### src/rtl/strd2d_pkg.sv
package strd2d_pkg;

    typedef enum logic {
        ST_IDLE = 1'b0,
        ST_RUN  = 1'b1
    } strd2d_state_e;

    // position of the current beat inside the region
    typedef struct packed {
        logic row_end;
        logic xfer_end;
    } strd2d_pos_t;

    function automatic logic is_pow2(input int unsigned v);
        return (v != 0) && ((v & (v - 1)) == 0);
    endfunction

endpackage

### src/rtl/strd2d_walk_ctr.sv
module strd2d_walk_ctr
    import strd2d_pkg::*;
#(
    parameter int COL_W = 6,
    parameter int ROW_W = 4,
    parameter bit TWO_D = 1'b1
) (
    input  logic             clk,
    input  logic             rst,
    input  logic             load,
    input  logic             step,
    input  logic [COL_W-1:0] cols_m1,
    input  logic [ROW_W-1:0] rows_m1,
    output strd2d_pos_t      pos
);

    logic [COL_W-1:0] col;
    logic [ROW_W-1:0] row;
    logic [ROW_W-1:0] row_lim;

    generate
        if (TWO_D) begin : g_rows
            assign row_lim = rows_m1;
        end else begin : g_one_row
            logic unused_rows;
            assign unused_rows = ^rows_m1;
            assign row_lim     = '0;
        end
    endgenerate

    assign pos.row_end  = (col == cols_m1);
    assign pos.xfer_end = pos.row_end && (row == row_lim);

    always_ff @(posedge clk) begin
        if (rst || load) begin
            col <= '0;
            row <= '0;
        end else if (step) begin
            if (pos.row_end) begin
                col <= '0;
                row <= pos.xfer_end ? '0 : row + 1'b1;
            end else begin
                col <= col + 1'b1;
            end
        end
    end


    col_in_row_chk: assert property (@(posedge clk) disable iff (rst)
        !load |-> col <= cols_m1);


    row_in_region_chk: assert property (@(posedge clk) disable iff (rst)
        !load |-> row <= row_lim);


    row_wrap_chk: assert property (@(posedge clk) disable iff (rst)
        step && pos.row_end && !load |=> col == '0);

endmodule

### src/rtl/strd2d_side.sv
module strd2d_side
    import strd2d_pkg::*;
#(
    parameter int ADDR_W     = 16,
    parameter int BEAT_BYTES = 4,
    parameter bit IS_MEM     = 1'b1
) (
    input  logic              clk,
    input  logic              rst,
    input  logic              load,
    input  logic              step,
    input  strd2d_pos_t       pos,
    input  logic [ADDR_W-1:0] base,
    input  logic [ADDR_W-1:0] stride,
    output logic [ADDR_W-1:0] addr
);

    localparam logic [ADDR_W-1:0] BEAT_INC = ADDR_W'(BEAT_BYTES);

    generate
        if (IS_MEM) begin : g_mem
            logic [ADDR_W-1:0] row_base;
            logic [ADDR_W-1:0] cur;
            logic [ADDR_W-1:0] next_row;

            assign next_row = row_base + stride;
            assign addr     = cur;

            always_ff @(posedge clk) begin
                if (rst) begin
                    row_base <= '0;
                    cur      <= '0;
                end else if (load || (step && pos.xfer_end)) begin
                    row_base <= base;
                    cur      <= base;
                end else if (step && pos.row_end) begin
                    row_base <= next_row;
                    cur      <= next_row;
                end else if (step) begin
                    cur <= cur + BEAT_INC;
                end
            end


            beat_step_chk: assert property (@(posedge clk) disable iff (rst)
                step && !pos.row_end && !load |=> addr == $past(addr) + BEAT_INC);


            stall_hold_chk: assert property (@(posedge clk) disable iff (rst)
                !step && !load |=> $stable(addr));


            row_step_chk: assert property (@(posedge clk) disable iff (rst)
                step && pos.row_end && !pos.xfer_end && !load
                |=> addr == $past(row_base) + $past(stride));
        end else begin : g_stream
            logic unused_side;
            assign unused_side = ^{load, step, pos, base, stride};
            assign addr        = '0;
        end
    endgenerate

endmodule

### src/rtl/strd2d_agen.sv
module strd2d_agen
    import strd2d_pkg::*;
#(
    parameter int ADDR_W     = 16,
    parameter int XLEN_W     = 8,
    parameter int ROWS_W     = 4,
    parameter int BEAT_BYTES = 4,
    parameter bit TWO_D      = 1'b1,
    parameter bit SRC_IS_MEM = 1'b1,
    parameter bit DST_IS_MEM = 1'b1
) (
    input  logic              clk,
    input  logic              rst,
    input  logic              start_valid,
    output logic              start_ready,
    input  logic              cyclic,
    input  logic [ADDR_W-1:0] src_base,
    input  logic [ADDR_W-1:0] src_stride,
    input  logic [ADDR_W-1:0] dst_base,
    input  logic [ADDR_W-1:0] dst_stride,
    input  logic [XLEN_W-1:0] x_len_m1,
    input  logic [ROWS_W-1:0] y_len_m1,
    input  logic              beat_accept,
    output logic              beat_valid,
    output logic [ADDR_W-1:0] src_addr,
    output logic [ADDR_W-1:0] dst_addr,
    output logic              row_last,
    output logic              xfer_last,
    output logic              done
);

    localparam int BEAT_LG = $clog2(BEAT_BYTES);
    localparam int COL_W   = XLEN_W - BEAT_LG;

    strd2d_state_e     state;
    logic              cyc_q;
    logic [COL_W-1:0]  cols_q;
    logic [ROWS_W-1:0] rows_q;
    logic [ADDR_W-1:0] src_base_q, src_stride_q;
    logic [ADDR_W-1:0] dst_base_q, dst_stride_q;
    logic [ADDR_W-1:0] src_base_sel, dst_base_sel;
    logic              load, step;
    strd2d_pos_t       pos;

    assign start_ready  = (state == ST_IDLE);
    assign beat_valid   = (state == ST_RUN);
    assign load         = start_valid && start_ready;
    assign step         = beat_valid && beat_accept;
    assign src_base_sel = load ? src_base : src_base_q;
    assign dst_base_sel = load ? dst_base : dst_base_q;
    assign row_last     = beat_valid && pos.row_end;
    assign xfer_last    = beat_valid && pos.xfer_end;

    always_ff @(posedge clk) begin
        if (rst) begin
            state        <= ST_IDLE;
            cyc_q        <= 1'b0;
            cols_q       <= '0;
            rows_q       <= '0;
            src_base_q   <= '0;
            src_stride_q <= '0;
            dst_base_q   <= '0;
            dst_stride_q <= '0;
            done         <= 1'b0;
        end else begin
            done <= 1'b0;
            if (load) begin
                state        <= ST_RUN;
                cyc_q        <= cyclic;
                cols_q       <= x_len_m1[XLEN_W-1:BEAT_LG];
                rows_q       <= y_len_m1;
                src_base_q   <= src_base;
                src_stride_q <= src_stride;
                dst_base_q   <= dst_base;
                dst_stride_q <= dst_stride;
            end else if (step && pos.xfer_end && !cyc_q) begin
                state <= ST_IDLE;
                done  <= 1'b1;
            end
        end
    end

    strd2d_walk_ctr #(
        .COL_W (COL_W),
        .ROW_W (ROWS_W),
        .TWO_D (TWO_D)
    ) u_ctr (
        .clk     (clk),
        .rst     (rst),
        .load    (load),
        .step    (step),
        .cols_m1 (cols_q),
        .rows_m1 (rows_q),
        .pos     (pos)
    );

    strd2d_side #(
        .ADDR_W     (ADDR_W),
        .BEAT_BYTES (BEAT_BYTES),
        .IS_MEM     (SRC_IS_MEM)
    ) u_src (
        .clk    (clk),
        .rst    (rst),
        .load   (load),
        .step   (step),
        .pos    (pos),
        .base   (src_base_sel),
        .stride (src_stride_q),
        .addr   (src_addr)
    );

    strd2d_side #(
        .ADDR_W     (ADDR_W),
        .BEAT_BYTES (BEAT_BYTES),
        .IS_MEM     (DST_IS_MEM)
    ) u_dst (
        .clk    (clk),
        .rst    (rst),
        .load   (load),
        .step   (step),
        .pos    (pos),
        .base   (dst_base_sel),
        .stride (dst_stride_q),
        .addr   (dst_addr)
    );

    initial begin

        beat_pow2_chk: assert (is_pow2(BEAT_BYTES) && BEAT_BYTES >= 2);
    end


    desc_align_chk: assert property (@(posedge clk) disable iff (rst)
        load |-> (src_base[BEAT_LG-1:0] == '0) && (dst_base[BEAT_LG-1:0] == '0)
                 && (&x_len_m1[BEAT_LG-1:0]));


    done_cause_chk: assert property (@(posedge clk) disable iff (rst)
        done |-> $past(xfer_last && beat_accept && !cyc_q));


    done_single_chk: assert property (@(posedge clk) disable iff (rst)
        done |=> !done);


    cyclic_stay_chk: assert property (@(posedge clk) disable iff (rst)
        beat_valid && cyc_q |=> beat_valid && !done);


    last_in_row_chk: assert property (@(posedge clk) disable iff (rst)
        xfer_last |-> row_last);


    busy_hold_chk: assert property (@(posedge clk) disable iff (rst)
        beat_valid && !beat_accept |=> beat_valid && $stable(src_addr) && $stable(dst_addr));

endmodule

### config.mk
export PLATFORM = sky130hd
export DESIGN_NAME = strd2d_agen
export DESIGN_NICKNAME = d
export VERILOG_FILES = /design/src/rtl/strd2d_pkg.sv /design/src/rtl/strd2d_walk_ctr.sv /design/src/rtl/strd2d_side.sv /design/src/rtl/strd2d_agen.sv
export SDC_FILE = /design/constraint.sdc
export NUM_CORES = 1
export LEC_CHECK = 0
export BUFFER_PORTS_ARGS = -buffer_cell sky130_fd_sc_hd__buf_2
export CAP_MARGIN = 40
export CELL_PAD_IN_SITES_DETAIL_PLACEMENT = 1
export CELL_PAD_IN_SITES_GLOBAL_PLACEMENT = 1
export CORE_MARGIN = 1
export CORE_UTILIZATION = 38
export CTS_CLUSTER_DIAMETER = 30
export CTS_CLUSTER_SIZE = 25
export DETAILED_ROUTE_END_ITERATION = 12
export PLACE_DENSITY = 0.8
export SLEW_MARGIN = 20
export SYNTH_ARGS = -nofsm -noshare
export SYNTH_HDL_FRONTEND = slang
export SYNTH_SLANG_ARGS = --single-unit
### constraint.sdc
create_clock -name clk -period 2.1 [get_ports clk]
set_clock_uncertainty 0.15 [all_clocks]
set_input_delay 0.42 -clock clk [delete_from_list [all_inputs] [get_ports clk]]
set_output_delay 0.42 -clock clk [all_outputs]
set_load 0.05 [all_outputs]
==> summary.txt <==
status -> finished, violations left
failing checks -> negative setup slack
hold crit path type -> in2reg
adder-cell area share of the yosys netlist -> 0.05848
Warnings, synthesis -> 0
RSZ-0062 raised after global routing -> yes
core area -> 0.02036 mm2
critical path class -> reg2reg
TritonCTS clock tree -> built
# nets final -> 1401
clock sink count -> 151
Async S/R FF share, synth -> 0
Post-synth EDFFs -> 0
Clock Path Buffers -> 2
H-Tree Depth -> 4
VDD IR max -> 0.6172 mV
insertion delay to the later sink of the worst-skew pair -> 0.46 ns
hpwl dp -> 21.19 mm
Synth top area share -> 0.3798
Syn Nets -> 1134
MaxCap Viol Count -> 0
Fmax achieved -> 0.3632 GHz
Top FF cell, synth -> dfxtp_1
Setup WS post-layout -> -0.6531 ns
worst slew pin tran -> 0.7081 ns
GRT Util Overall -> 0.3450
DR pass1 iterations -> 7
grt ovf -> 0
post-synthesis cell area -> 0.007959 mm2
post-layout util -> 0.6098
Synth Area in Simple Gates -> 0.2067
layout cells sized above 1 -> 0.4464
largest family of logic cells by synthesized area -> compound AO/OA/AOI/OAI gates
Core Rows -> 52
pin count of the biggest net entering global routing -> 89
area leader, netlist -> dfxtp_1
global-route wire length before repair -> 57.15 mm
FF-to-FF path depth -> 12
Num CTS Buffers -> 17
crit path capture -> u_dst.addr[4]
Max-slew headroom -> 0.5245
total routed wirelength -> 47.71 mm
Die Span Y -> 146.7 um
Reg-to-Reg End -> u_dst.addr[4]
post-synthesis mux area share -> 0.007546
Antenna Nets Post-Route -> 0
# IOs -> 118
Critical Path Source Type -> flip-flop
vias per cell -> 6.649
setup slack, reg-to-reg -> -0.65 ns
Yosys cell types -> 71
Final Max Slew Viols -> 0
Vias -> 10420
number of synthesized register bits -> 151
ANT cells -> 0
Leakage -> 5.195 nW
Worst setup startpoint -> u_dst.g_mem.row_base[0]
post-route minimum period -> 2.753 ns
WP data arrival -> 2.92 ns
multi-input logic area -> 0.005938 mm2
Die ar. -> 0.02153 mm2
RR Startpoint -> u_dst.g_mem.row_base[0]
DRC -> 0
Buffers on Ports -> 115
worst hold slack -> 0.03620 ns
power consumption -> 9.552 mW
largest cells by area after synthesis -> dfxtp_1 (38%), nand2_1 (11%), a21oi_1 (8.7%), ha_1 (5.3%), o21ai_0 (3.8%)
hold violation count in the final report -> 0
placed cell area -> 0.009992 mm2
Crit Path Max Fanout -> 2
die outline width -> 146.7 um
Power Dens Cells -> 769.2 mW/mm2
Worst EP required -> 2.26 ns
number of global-route vias before repair -> 10260
Initial Utilization -> 0.3908
clk slew on worst S/H paths -> 0.08 ns
sequential area share after synthesis -> 0.3798
initial antenna violation count -> 0
Filler cells -> 2306
period utilization -> 1.311
wire per inst -> 30.44 um
Compound-Gate Fraction of Synth Area -> 0.2520
syn avg cell area -> 7.826 um2
initial DRC count -> 1269
Cells after Synth -> 1017
RePlAce Congestion -> 0.9199
Synth Area in XOR/XNOR -> 0.05832
Storage cell area -> 0.003083 mm2
DP Cell Count -> 1486
Root Driver -> clkbuf_16
synthesis-to-layout area growth -> 56.03%
final instance area -> 0.01242 mm2
Final Setup Violations -> 75
crit end category -> flip-flop
Post-Layout Cell Count -> 1567
==> where the power goes <==
group	internal, mW	switching, mW	total (mW)
clock network	2.06	1.48	3.54
registers	3.07	0.241	3.31
logic	1.03	1.67	2.71
==> worst min-delay path by stage <==
stage	from	cells past startpoint	slack, ns	end
floorplan	cyc_q	1	0.27	done
global placement	src_base_q[6]	2	0.29	src_base_q[6]
detailed placement	u_src.addr[1]	2	0.30	u_src.addr[1]
CTS	dst_stride[9]	3	0.05	dst_stride_q[9]
global route	dst_stride[13]	3	0.05	dst_stride_q[13]
finish	src_stride[6]	3	0.04	src_stride_q[6]
==> synthesized netlist by cell type (11+ instances only) <==
| library cell | instances |
|---|---|
| nand2_1 | 227 |
| dfxtp_1 | 151 |
| a21oi_1 | 138 |
| o21ai_0 | 61 |
| nor2_1 | 58 |
| ha_1 | 34 |
| clkbuf_1 | 31 |
| xnor2_1 | 29 |
| xor2_1 | 24 |
| nand3_1 | 20 |
| a31oi_1 | 16 |
| inv_1 | 15 |
| a21o_1 | 14 |
| nand4_1 | 12 |
| buf_2 | 11 |
| nor3_1 | 11 |
==> critical path, cell delays in order, from the launching register on <==
cell	delay [ns]
dfxtp_2	0.37
ha_4	0.15
inv_2	0.03
fa_2	0.38
nor2b_4	0.18
buf_4	0.14
buf_6	0.08
o21a_1	0.14
o21a_1	0.16
nor3_2	0.05
a221o_1	0.35
o21ai_1	0.26
a21oi_1	0.16
==> per-layer routing <==
metal  vias to the layer above  routed length (um)  global-route usage
li1                       4126                   -                   -
met1                      5060               17190              0.3802
met2                       896               21770              0.5910
met3                       337                4660             0.08137
met4                         0                4078              0.2313
met5                         -                   0                   0
==> cell type report <==
| cell class | instances | share of cell area |
|---|---|---|
| well taps | 270 | 0.02720 |
| inverters | 15 | 0.004836 |
| clock inverters | 12 | 0.01401 |
| flip-flops and latches | 151 | 0.2483 |
| repair buffers | 304 | 0.1906 |
| clock buffers | 20 | 0.03688 |
| multi-input cells | 795 | 0.4782 |
==> sequential cells by signal (all words and copies together) (netlist names) <==
signal and count:
src_base_q 16, cyc_q 1, done 1, u_src.addr 16, cols_q 6, u_ctr.col 6, u_dst.addr 16, src_stride_q 16
u_dst.g_mem.row_base 16, rows_q 4, beat_valid 1, dst_base_q 16, dst_stride_q 16, u_src.g_mem.row_base 16, u_ctr.row 4
==> stage by stage <==
| stage | worst slack, ns | TNS, ns |
|---|---|---|
| 2_1_floorplan | -0.1062 | -0.5675 |
| 3_3_place_gp | -0.2468 | -6.933 |
| 3_5_place_dp | -0.4145 | -10.52 |
| 4_1_cts | -0.3233 | -9.291 |
| 5_1_grt | -0.6246 | -26.83 |
| 6_report | -0.6531 | -24.61 |
==> layout by cell type, fill, tap and decap left out, types with 6 or more instances in the layout <==
| cell type | count |
|---|---|
| buf_6 | 36 |
| mux2i_1 | 6 |
| xnor2_1 | 16 |
| a21oi_4 | 7 |
| o21ai_0 | 27 |
| nand2_2 | 10 |
| and3_1 | 7 |
| a21oi_1 | 107 |
| clkbuf_16 | 18 |
| nor2_4 | 6 |
| nor2_1 | 50 |
| nand2_4 | 10 |
| dfxtp_2 | 39 |
| nand2_1 | 206 |
| buf_8 | 8 |
| buf_2 | 112 |
| a31oi_1 | 13 |
| nand4_1 | 12 |
| ha_1 | 19 |
| buf_4 | 135 |
| xor2_2 | 11 |
| a21o_1 | 14 |
| o21a_1 | 7 |
| o21ai_2 | 16 |
| a21oi_2 | 25 |
| xnor2_2 | 12 |
| and2_1 | 7 |
| o21ai_1 | 16 |
| buf_12 | 12 |
| inv_1 | 12 |
| dfxtp_1 | 109 |
| ha_4 | 15 |
| xor2_1 | 13 |
| nand3_1 | 15 |
==> kinds of logic after synthesis <==
kind of cell,count (synthesis)
buffers and inverters,71
DFF,151
AOI/OAI and AO/OA,324
and+or+nand+nor,376
muxes,6
adders and majority gates,36
xor gates and xnor gates,53
==> what timing repair did <==
item | in CTS | in global routing
setup endpoints to repair | 74 | 76
setup buffers | 20 | 36
hold buffers | 0 | 0
gates cloned | 3 | 0
pin swaps | 68 | 95
gates resized for setup | 126 | 221
Power figures use the tool's default switching activity.
